$ cat config.mk
export PLATFORM = sky130hd
export DESIGN_NAME = dmem_router
export DESIGN_NICKNAME = d
export VERILOG_FILES = /design/src/rtl/dmem_pkg.sv /design/src/rtl/dmem_ram.sv /design/src/rtl/dmem_resolve.sv /design/src/rtl/dmem_bitop.sv /design/src/rtl/dmem_router.sv
export SDC_FILE = /design/constraint.sdc
export NUM_CORES = 2
export LEC_CHECK = 0
export ABC_CLOCK_PERIOD_IN_PS = 12800
export BUFFER_PORTS_ARGS = -buffer_cell sky130_fd_sc_hd__buf_4
export CAP_MARGIN = 20
export CELL_PAD_IN_SITES_DETAIL_PLACEMENT = 1
export CELL_PAD_IN_SITES_GLOBAL_PLACEMENT = 1
export CORE_MARGIN = 1
export CORE_UTILIZATION = 54
export CTS_CLUSTER_DIAMETER = 60
export DETAILED_ROUTE_END_ITERATION = 8
export PLACE_DENSITY_LB_ADDON = 0.1
export SLEW_MARGIN = 40
export SYNTH_ARGS = -nofsm -noshare
export SYNTH_HDL_FRONTEND = slang
export SYNTH_SLANG_ARGS = --single-unit
$ cat constraint.sdc
create_clock -name clk -period 12.8 [get_ports clk]
set_clock_uncertainty 0.05 [all_clocks]
set_input_delay 0 -clock clk [delete_from_list [all_inputs] [get_ports clk]]
set_output_delay 0 -clock clk [all_outputs]
set_load 0.02 [all_outputs]
$ cat src/rtl/dmem_pkg.sv
package dmem_pkg;
   typedef enum logic [2:0] {
      K_DIR = 3'd0,
      K_IND = 3'd1,
      K_STK = 3'd2,
      K_REG = 3'd3,
      K_BIT = 3'd4
   } acc_kind_e;

   typedef enum logic [1:0] {
      OP_RD  = 2'd0,
      OP_WR  = 2'd1,
      OP_SET = 2'd2,
      OP_CLR = 2'd3
   } acc_op_e;

   typedef enum logic [1:0] {
      T_NONE = 2'd0,
      T_RAM  = 2'd1,
      T_STAT = 2'd2,
      T_SFR  = 2'd3
   } tgt_e;
endpackage

$ cat src/rtl/dmem_ram.sv
module dmem_ram #(
   parameter int DEPTH = 256,
   parameter int AW    = $clog2(DEPTH),
   parameter int DW    = 8
) (
   input  logic          clk,
   input  logic          rst_n,
   input  logic          we,
   input  logic [AW-1:0] waddr,
   input  logic [DW-1:0] wdata,
   input  logic [AW-1:0] raddr_a,
   output logic [DW-1:0] rdata_a,
   input  logic [AW-1:0] raddr_b,
   output logic [DW-1:0] rdata_b
);
   generate
      if ((1 << AW) != DEPTH) begin : g_bad_depth
         $error("dmem_ram: DEPTH must be a power of two matching AW");
      end
   endgenerate

   logic [DW-1:0] mem [DEPTH];

   always_ff @(posedge clk or negedge rst_n) begin
      if (!rst_n) begin
         for (int i = 0; i < DEPTH; i++) mem[i] <= '0;
      end else if (we) begin
         mem[waddr] <= wdata;
      end
   end

   assign rdata_a = mem[raddr_a];
   assign rdata_b = mem[raddr_b];
endmodule

$ cat src/rtl/dmem_resolve.sv
module dmem_resolve
   import dmem_pkg::*;
#(
   parameter int         RAM_BYTES = 256,
   parameter logic [7:0] STAT_ADDR = 8'hD0,
   parameter logic [7:0] BIT_BASE  = 8'h20
) (
   input  logic       rst_n,
   input  logic       acc_en,
   input  acc_kind_e  kind,
   input  logic [7:0] addr,
   input  logic [1:0] bank,
   input  logic [7:0] ptr_data,
   output logic [7:0] ptr_addr,
   output logic [7:0] byte_addr,
   output logic [2:0] bit_pos,
   output logic       is_bit,
   output tgt_e       tgt
);
   logic upper_ok;

   generate
      if (RAM_BYTES == 256) begin : g_full
         assign upper_ok = 1'b1;
      end else begin : g_half
         assign upper_ok = 1'b0;
      end
   endgenerate

   // pointer register (R0/R1) of the active bank
   assign ptr_addr = {3'b000, bank, 2'b00, addr[0]};

   always_comb begin
      byte_addr = addr;
      bit_pos   = 3'd0;
      is_bit    = 1'b0;
      tgt       = T_NONE;
      unique case (kind)
         K_DIR: begin
            byte_addr = addr;
            if (!addr[7])               tgt = T_RAM;
            else if (addr == STAT_ADDR) tgt = T_STAT;
            else                        tgt = T_SFR;
         end
         K_IND: begin
            byte_addr = ptr_data;
            tgt       = (!ptr_data[7] || upper_ok) ? T_RAM : T_NONE;
         end
         K_STK: begin
            byte_addr = addr;
            tgt       = (!addr[7] || upper_ok) ? T_RAM : T_NONE;
         end
         K_REG: begin
            byte_addr = {3'b000, bank, addr[2:0]};
            tgt       = T_RAM;
         end
         K_BIT: begin
            is_bit  = 1'b1;
            bit_pos = addr[2:0];
            if (!addr[7]) begin
               byte_addr = BIT_BASE + {4'b0000, addr[6:3]};
               tgt       = T_RAM;
            end else begin
               byte_addr = {addr[7:3], 3'b000};
               tgt       = (byte_addr == STAT_ADDR) ? T_STAT : T_SFR;
            end
         end
         default: tgt = T_NONE;
      endcase
   end

   always_comb begin
      if (rst_n && acc_en && kind == K_REG) begin
         assert_reg_bank_R3: assert (byte_addr < 8'h20 && byte_addr[2:0] == addr[2:0]);
      end
      if (rst_n && acc_en && kind == K_BIT && !addr[7]) begin
         assert_bit_window_R5: assert (byte_addr >= BIT_BASE && byte_addr < BIT_BASE + 8'h10 && tgt == T_RAM);
      end
      if (rst_n && acc_en && kind == K_BIT && addr[7]) begin
         assert_bit_sfr_align_R6: assert (byte_addr[2:0] == 3'b000 && tgt != T_RAM);
      end
   end
endmodule

$ cat src/rtl/dmem_bitop.sv
module dmem_bitop
   import dmem_pkg::*;
#(
   parameter int DW = 8,
   parameter int PW = $clog2(DW)
) (
   input  logic          rst_n,
   input  logic          active,
   input  logic [DW-1:0] old_byte,
   input  logic [PW-1:0] pos,
   input  acc_op_e       op,
   input  logic          wbit,
   output logic [DW-1:0] new_byte,
   output logic          bit_val
);
   logic [DW-1:0] sel;

   generate
      for (genvar g = 0; g < DW; g++) begin : g_lane
         assign sel[g] = (pos == PW'(g));
         always_comb begin
            new_byte[g] = old_byte[g];
            if (sel[g]) begin
               unique case (op)
                  OP_WR:   new_byte[g] = wbit;
                  OP_SET:  new_byte[g] = 1'b1;
                  OP_CLR:  new_byte[g] = 1'b0;
                  default: new_byte[g] = old_byte[g];
               endcase
            end
         end
      end
   endgenerate

   assign bit_val = |(old_byte & sel);

   always_comb begin
      if (rst_n && active) begin
         assert_single_bit_R8: assert ($countones(old_byte ^ new_byte) <= 1);
      end
   end
endmodule

$ cat src/rtl/dmem_router.sv
module dmem_router
   import dmem_pkg::*;
#(
   parameter int         RAM_BYTES = 256,
   parameter logic [7:0] STAT_ADDR = 8'hD0,
   parameter int         BANK_LSB  = 3
) (
   input  logic       clk,
   input  logic       rst_n,
   input  logic       acc_en,
   input  logic [2:0] acc_kind,
   input  logic [1:0] acc_op,
   input  logic [7:0] acc_addr,
   input  logic [7:0] acc_wdata,
   output logic       rd_valid,
   output logic [7:0] rd_data,
   output logic [7:0] stat_word,
   output logic [7:0] sfr_addr,
   output logic [7:0] sfr_wdata,
   output logic       sfr_we,
   output logic       sfr_re,
   input  logic [7:0] sfr_rdata
);
   localparam int RAM_AW = $clog2(RAM_BYTES);

   generate
      if (RAM_BYTES != 128 && RAM_BYTES != 256) begin : g_bad_size
         $error("dmem_router: RAM_BYTES must be 128 or 256");
      end
      if (BANK_LSB < 0 || BANK_LSB > 6) begin : g_bad_bank
         $error("dmem_router: BANK_LSB out of range");
      end
      if (STAT_ADDR[7] != 1'b1) begin : g_bad_stat
         $error("dmem_router: STAT_ADDR must lie in the upper half");
      end
   endgenerate

   acc_kind_e kind;
   acc_op_e   op;
   assign kind = acc_kind_e'(acc_kind);
   assign op   = acc_op_e'(acc_op);

   logic [7:0] psw_q;
   logic [1:0] bank;
   assign bank      = psw_q[BANK_LSB+1:BANK_LSB];
   assign stat_word = psw_q;

   logic [7:0] ptr_addr, ptr_data, byte_addr, ram_rd;
   logic [2:0] bit_pos;
   logic       is_bit;
   tgt_e       tgt;

   dmem_resolve #(
      .RAM_BYTES(RAM_BYTES),
      .STAT_ADDR(STAT_ADDR),
      .BIT_BASE (8'h20)
   ) u_resolve (
      .rst_n    (rst_n),
      .acc_en   (acc_en),
      .kind     (kind),
      .addr     (acc_addr),
      .bank     (bank),
      .ptr_data (ptr_data),
      .ptr_addr (ptr_addr),
      .byte_addr(byte_addr),
      .bit_pos  (bit_pos),
      .is_bit   (is_bit),
      .tgt      (tgt)
   );

   logic [7:0] old_byte, bit_new, new_byte;
   logic       bit_val, write_req, ram_we;

   always_comb begin
      unique case (tgt)
         T_RAM:   old_byte = ram_rd;
         T_STAT:  old_byte = psw_q;
         T_SFR:   old_byte = sfr_rdata;
         default: old_byte = 8'h00;
      endcase
   end

   dmem_bitop #(.DW(8)) u_bitop (
      .rst_n   (rst_n),
      .active  (acc_en && is_bit),
      .old_byte(old_byte),
      .pos     (bit_pos),
      .op      (op),
      .wbit    (acc_wdata[0]),
      .new_byte(bit_new),
      .bit_val (bit_val)
   );

   assign write_req = acc_en && (is_bit ? (op != OP_RD) : (op == OP_WR));
   assign new_byte  = is_bit ? bit_new : acc_wdata;
   assign ram_we    = write_req && (tgt == T_RAM);

   dmem_ram #(.DEPTH(RAM_BYTES), .AW(RAM_AW), .DW(8)) u_ram (
      .clk    (clk),
      .rst_n  (rst_n),
      .we     (ram_we),
      .waddr  (byte_addr[RAM_AW-1:0]),
      .wdata  (new_byte),
      .raddr_a(byte_addr[RAM_AW-1:0]),
      .rdata_a(ram_rd),
      .raddr_b(ptr_addr[RAM_AW-1:0]),
      .rdata_b(ptr_data)
   );

   // external special-register bus
   assign sfr_re    = acc_en && (tgt == T_SFR) && (is_bit || op == OP_RD);
   assign sfr_we    = write_req && (tgt == T_SFR);
   assign sfr_addr  = (tgt == T_SFR) ? byte_addr : 8'h00;
   assign sfr_wdata = (tgt == T_SFR) ? new_byte : 8'h00;

   always_ff @(posedge clk or negedge rst_n) begin
      if (!rst_n) begin
         psw_q <= 8'h00;
      end else if (write_req && tgt == T_STAT) begin
         psw_q <= new_byte;
      end
   end

   always_ff @(posedge clk or negedge rst_n) begin
      if (!rst_n) begin
         rd_valid <= 1'b0;
         rd_data  <= 8'h00;
      end else begin
         rd_valid <= acc_en && (op == OP_RD);
         if (acc_en && op == OP_RD) rd_data <= is_bit ? {7'b0000000, bit_val} : old_byte;
      end
   end

   assert_dir_sfr_R1: assert property (@(posedge clk) disable iff (!rst_n)
      (acc_en && acc_kind == 3'd0 && acc_addr[7] && acc_addr != STAT_ADDR && acc_op == 2'd0)
      |-> (sfr_re && !sfr_we && sfr_addr == acc_addr));

   assert_ind_no_sfr_R2: assert property (@(posedge clk) disable iff (!rst_n)
      (acc_en && (acc_kind == 3'd1 || acc_kind == 3'd2)) |-> (!sfr_re && !sfr_we));

   assert_stat_no_bus_R7: assert property (@(posedge clk) disable iff (!rst_n)
      (acc_en && acc_kind == 3'd0 && acc_addr == STAT_ADDR) |-> (!sfr_re && !sfr_we));

   assert_psw_stable_R7: assert property (@(posedge clk) disable iff (!rst_n)
      !(acc_en && tgt == T_STAT) |=> $stable(psw_q));

   assert_rd_latency_R9: assert property (@(posedge clk) disable iff (!rst_n)
      (acc_en && acc_op == 2'd0) |=> rd_valid);

   assert_rd_quiet_R9: assert property (@(posedge clk) disable iff (!rst_n)
      !(acc_en && acc_op == 2'd0) |=> !rd_valid);

   assert_byte_setclr_R12: assert property (@(posedge clk) disable iff (!rst_n)
      (acc_en && acc_kind != 3'd4 && acc_op[1]) |-> (!sfr_we && !sfr_re));

   generate
      if (RAM_BYTES < 256) begin : g_small_chk
         assert_upper_drop_R10: assert property (@(posedge clk) disable iff (!rst_n)
            (acc_en && (acc_kind == 3'd1 || acc_kind == 3'd2) && byte_addr[7]) |-> !ram_we);
      end
   endgenerate
endmodule

Yosys cells after proc, flatten, opt, wreduce, memory -nomap -nowiden. Cells that the tools add are included. W data, S select, Z words.

Bitwise operators: 3. Muxes and demuxes: 40. Reductions and logical operators: 15. $lt $le $gt $ge: 3. Equal/unequal tests: 19. $add $sub $neg: 1.

Operators with widths (count): $bwmux W2048 (1); $bmux W8 S8 (2); $mux W8 (10); $demux W8 S8 (1); $pmux W8 S3 (2); $pmux W1 S3 (8); $ge A9 B9 Y1 const B (2); $eq A3 B3 Y1 const B (5); $eq A3 B2 Y1 const B (4); $mux W1 (12); $lt A9 B1 Y1 const B (1); $not A5 Y9 (1); $not A8 Y9 (1); $and A8 B8 Y8 (1); $eq A2 B2 Y1 const B (4); $eq A8 B8 Y1 const B (1); $logic_and A1 B1 Y1 (8); $reduce_or A8 Y1 (1); $add A6 B4 Y7 const A (1); $eq A3 B1 Y1 const B (2); $logic_not A3 Y1 (2); $pmux W2 S3 (1); $eq A5 B5 Y1 const B (1); $eq A2 B1 Y1 const B (2); 6 further kinds (7).

Output and inout port bits: 35. Word-level logic and storage cells: 340. Register bits: 2065.

Depth between registers and ports, before layout.
Word-level depth: 14. Gate-level depth with buffers: 22.

By module. A second synthesis with hierarchy kept.

Cells, all modules: 7368. Area, all modules: 111802.2 um^2.

By module, submodules not included: dmem_ram (times used 1, sequential area each 51249.2 um^2, cells each 7186, area an instance 110090.6 um^2); dmem_router (times used 1, sequential area each 425.4 um^2, cells each 96, area an instance 1069.8 um^2); dmem_resolve (times used 1, sequential area each 0.0 um^2, cells each 57, area an instance 421.7 um^2); dmem_bitop (times used 1, sequential area each 0.0 um^2, cells each 29, area an instance 220.2 um^2).

Least setup slack after synthesis. OpenSTA, ideal clock, no wires.

Kind: register to output. From: register psw_q[3] (netlist: stat_word[3]). To: output port sfr_wdata[2]. Cell stages (with the launch flop): 18. Required time: 12.750 ns. Path buffers: 6. Slack: 8.284 ns. Arrival: 4.466 ns. Path through: dfrtp_1 -> clkbuf_1 -> buf_2 -> clkbuf_1 -> mux4_2 -> o21ai_0 -> a21oi_1 -> a31o_2 -> nand2_1 -> clkbuf_1 -> clkbuf_1 -> a41oi_1 -> o41ai_2 -> o211ai_1 -> o31ai_4 -> o22ai_2 -> buf_4 -> nor3_1.

Longest elaborated chain between the ends: 14.

Ends and longest elaborated chain: from (decl) (RTL line dmem_router.sv:43) `logic [7:0] psw_q;`; from (signal assigned) (RTL line dmem_router.sv:120) `psw_q <= new_byte;`; $not A5 Y9 (implied by the code) (RTL line dmem_ram.sv:33) `assign rdata_b = mem[raddr_b];`; $bmux W8 S8 (RTL line dmem_ram.sv:33); $mux W8 (implied by the code) (2 in series) (RTL line dmem_ram.sv:33); $pmux W8 S3 (*) (RTL line dmem_resolve.sv:38) `unique case (kind)`; $not A8 Y9 (implied by the code) (*) (RTL line dmem_ram.sv:32) `assign rdata_a = mem[raddr_a];`; $bmux W8 S8 (*) (RTL line dmem_ram.sv:32); $mux W8 (implied by the code) (*) (2 in series) (RTL line dmem_ram.sv:32); $pmux W8 S3 (*) (RTL line dmem_router.sv:75) `unique case (tgt)`; $pmux W1 S3 (RTL line dmem_bitop.sv:24) `unique case (op)`; $mux W1 (*) (RTL line dmem_bitop.sv:23) `if (sel[g]) begin`; $mux W8 (*) (RTL line dmem_router.sv:95) `assign new_byte = is_bit ? bit_new : acc_wdata;`; $mux W8 (*) (RTL line dmem_router.sv:114) `assign sfr_wdata = (tgt == T_SFR) ? new_byte : 8'h00;`; to (decl) (RTL line dmem_router.sv:19) `output logic [7:0] sfr_wdata,`.

Every way passes the cells marked *; elsewhere a longest branch is shown, timed or not. The select of a mux whose other input is x is not followed.

Final worst setup path.
From: register psw_q[3] (netlist: stat_word[3]). To: output port sfr_wdata[7].

Same word-level chain as after synthesis.

==> reports/results.ini <==
[outcome]
status=finished, final reports clean

[cells_and_area]
final-seq-area_um2=51700
utilization_pct=59.7
area_growth_pct=9.90
drive_above_1_share_pct=9.52
finalNetCount=10200
multi_input_area_um2=41300
num-fill-cells=19900

[drt]
routed_wl_um=379000
drc_errors=0
viasPerCell=6.86
vias=87300
first_pass_iters=5
routedWlPerCell_um=29.8
drtIter0Drc=8980
ant_nets=0

[clocking]
cts_buffer_depth=3
root_buffer=clkbuf_16
cts.htree.levels=4
path_clk_slew_ps=60
cts_setup_buffers=0
clock-sinks=2065
cts_buffers=218
cts_tree=done
clock_latency_ps=880

[setup_path]
startpoint_type=flip-flop
worst_setup_path_end_kind=output pin
crit_required_ps=12750
path_delay_family=compound AO/OA/AOI/OAI gates
cp_max_fo=149
cp_slowest_cell=nor4_2
worstSetupPathType=flip-flop to output pin
crit_chain=buf_4 -> mux2i_1 -> a221o_2 -> buf_4 -> o21ai_4 -> nand2_4 -> buf_12 -> buf_4 -> a211oi_1 -> o21ai_0 -> a41oi_2 -> nor4_2 -> o221a_2 -> nand2_1 -> a211oi_4 -> and2_1 -> buf_4
cp.buffers_inverters=5
cpPeakStageDelay_ps=870
cp_common_cell=buf_4
worstPathArrival_ps=8160

[power]
switchingPower_mw=4.46
pwr-share-seq_pct=44.6
irDropWorstVdd_mv=0.143
power_frac_comb_pct=13.2
p_sw_share_pct=28.7
p_per_area_nw_per_um2=146
clkPwrFrac_pct=42.2
totalPowerFinal_mw=15.5
internal-power_mw=11.0
total_leakage_power_nw=49.6

[min_path]
min-delay-path-class=input pin to flip-flop

[floorplanning]
rows=155
dieArea_um2=181000
dieHeight_um=426
fp.dieW_um=426
ios=67
start_util_pct=54.3
core_area_um2=178000

[logic_synthesis]
synthFlopType=dfrtp_1
synth_area_um2=96900
async_flop_share_pct=100
synth_area_leaders=dfrtp_1 (53%), a21oi_1 (7.8%), a211oi_1 (6.4%)
synth_top_area_share_pct=53.4
yosysWarnings=0
synth_seq_area_share_pct=53.4
postSynthAreaPerCell_um2=9.05
netlist_instances=10700
syn-num-nets=10700
yosysUniqueCellTypes=85
synth_top_area_cell=dfrtp_1
ys_ff_latch=2065
synth_enable_flop_cells=0

[placed_design]
portBuffers=66
dpl.hpwl_um=222000
place.gp.congestion=0.920

[grt]
grt_pass1_wl_um=572000
grt.total_usage_pct=41.6
overflow=0
grt_pass1_vias=90100
antenna_found_initial=21
grt_max_degree=208

[timing]
max_freq_mhz=122
rsz0062_at_grt=no
setup_tns_ps=0
layout_min_cycle_time_ps=8210
slew_viol_final=0
hold_viol=0
fin_crit_sh_pct=64.2
finalSetupViolCount=0
relSlewSlack_pct=31.1
worstMarginPinSlew_ps=1020

[run]
max_cap_violations=0

## cells by family after synthesis
| kind of cell | count (synthesis) | share of synthesized area (%) |
|---|---|---|
| compound gates | 3680 | 22.7 |
| mux | 121 | 1.50 |
| simple gates | 3787 | 17.7 |
| buf+inv | 1055 | 4.79 |
| flops | 2065 | 53.4 |
## path summary, 6_finish.rpt
check | cells after the start | start | end | slack (ps)
setup / recovery | 17 | stat_word[3] | sfr_wdata[7] | 4590
hold / removal | 4 | acc_wdata[4] | u_ram.mem[1228] | 60
setup reg to reg | 18 | stat_word[3] | u_ram.mem[1730] | 5150
hold reg to reg | 2 | u_ram.mem[517] | u_ram.mem[517] | 420
max in group asynchronous | 7 | rst_n | u_ram.mem[1310] | 10040
min in group asynchronous | 4 | rst_n | u_ram.mem[1945] | 400
## stage by stage
| step | std cells | worst slack, ps | hold WS, ps | area [um2] |
|---|---|---|---|---|
| 6_report | 12700 | 4590 | 55.6 | 106000 |
| 5_1_grt | 12700 | 4420 | 52.4 | 106000 |
| 4_1_cts | 12700 | 4610 | 21.4 | 106000 |
| 3_5_place_dp | 12300 | 5530 | -32.9 | 98500 |
| 3_3_place_gp | 12300 | 4470 | -41.6 | 97700 |
| 2_1_floorplan | 10700 | 8280 | -346 | 96900 |
## flip-flops by register name, indices dropped and copies added (netlist names)
register	flops
rd_data	8
stat_word	8
rd_valid	1
u_ram.mem	2048
## power groups by stage
stage / logic, mW / clock network [mW] / registers (mW)
2_1_floorplan: 1.08 / 0 / 6.97
3_3_place_gp: 1.86 / 0 / 7.00
3_5_place_dp: 1.94 / 0 / 7.01
4_1_cts: 1.97 / 6.57 / 6.90
5_1_grt: 2.15 / 6.81 / 6.92
6_report: 2.05 / 6.54 / 6.91
## cells in the mapped netlist, drive strengths merged, types with 7 or more instances
library cell / count
inv: 7
o2111ai: 7
nor3b: 19
buf: 364
nand2b: 7
mux2i: 35
o2bb2ai: 33
and3: 840
o21ai: 847
a41oi: 79
mux2: 74
nand2: 947
o22a: 14
o22ai: 49
a31o: 9
nor2: 1738
or2: 7
or3: 7
dfrtp: 2065
mux4: 12
nand4: 19
nor3: 54
clkbuf: 684
a211oi: 834
o31ai: 104
and2: 7
nand3: 92
nor4b: 9
nor4: 20
a21oi: 1521
a31oi: 94
o211ai: 25
a311oi: 16
## repair_timing
item                                   in CTS  in global routing
gates resized for setup                     0                  0
hold buffers                               32                  0
endpoints found under the hold margin    1145                  0
## worst min-delay path: stages
cell	delay [ps]
dlygate4sd3_1	540
buf_4	130
nor2_4	100
a21oi_1	150
## metal layers
layer	GRT usage, %	part of all wire, %	vias to the layer above
met5	0	0.037	-
met4	23.0	5.9	20
met3	10.6	9.7	1155
met2	63.5	45	4160
met1	54.2	40	45000
li1	-	-	37000
## placed cells by master, fill, tap and decap left out, types with 62 or more instances in the layout
cell	count
clkbuf_16	223
nor2_1	1565
nand3_1	92
a31oi_1	94
a41oi_1	74
mux2_2	66
clkbuf_1	62
nor2_2	150
nand2_1	924
a211oi_1	832
dfrtp_1	2064
and3_1	840
o21ai_0	833
buf_4	208
a21oi_1	1519
o31ai_1	93
## area by class of cell
type / count / share of cell area [%]
Inverter: 7 / 0.0247
Multi-Input combinational cell: 7588 / 38.8
Antenna cell: 5 / 0.0118
Tap cell: 2355 / 2.77
Clock buffer: 342 / 6.20
Timing Repair Buffer: 312 / 2.98
Sequential cell: 2065 / 48.5
Clock inverter: 62 / 0.657
Power figures use the tool's default switching activity.
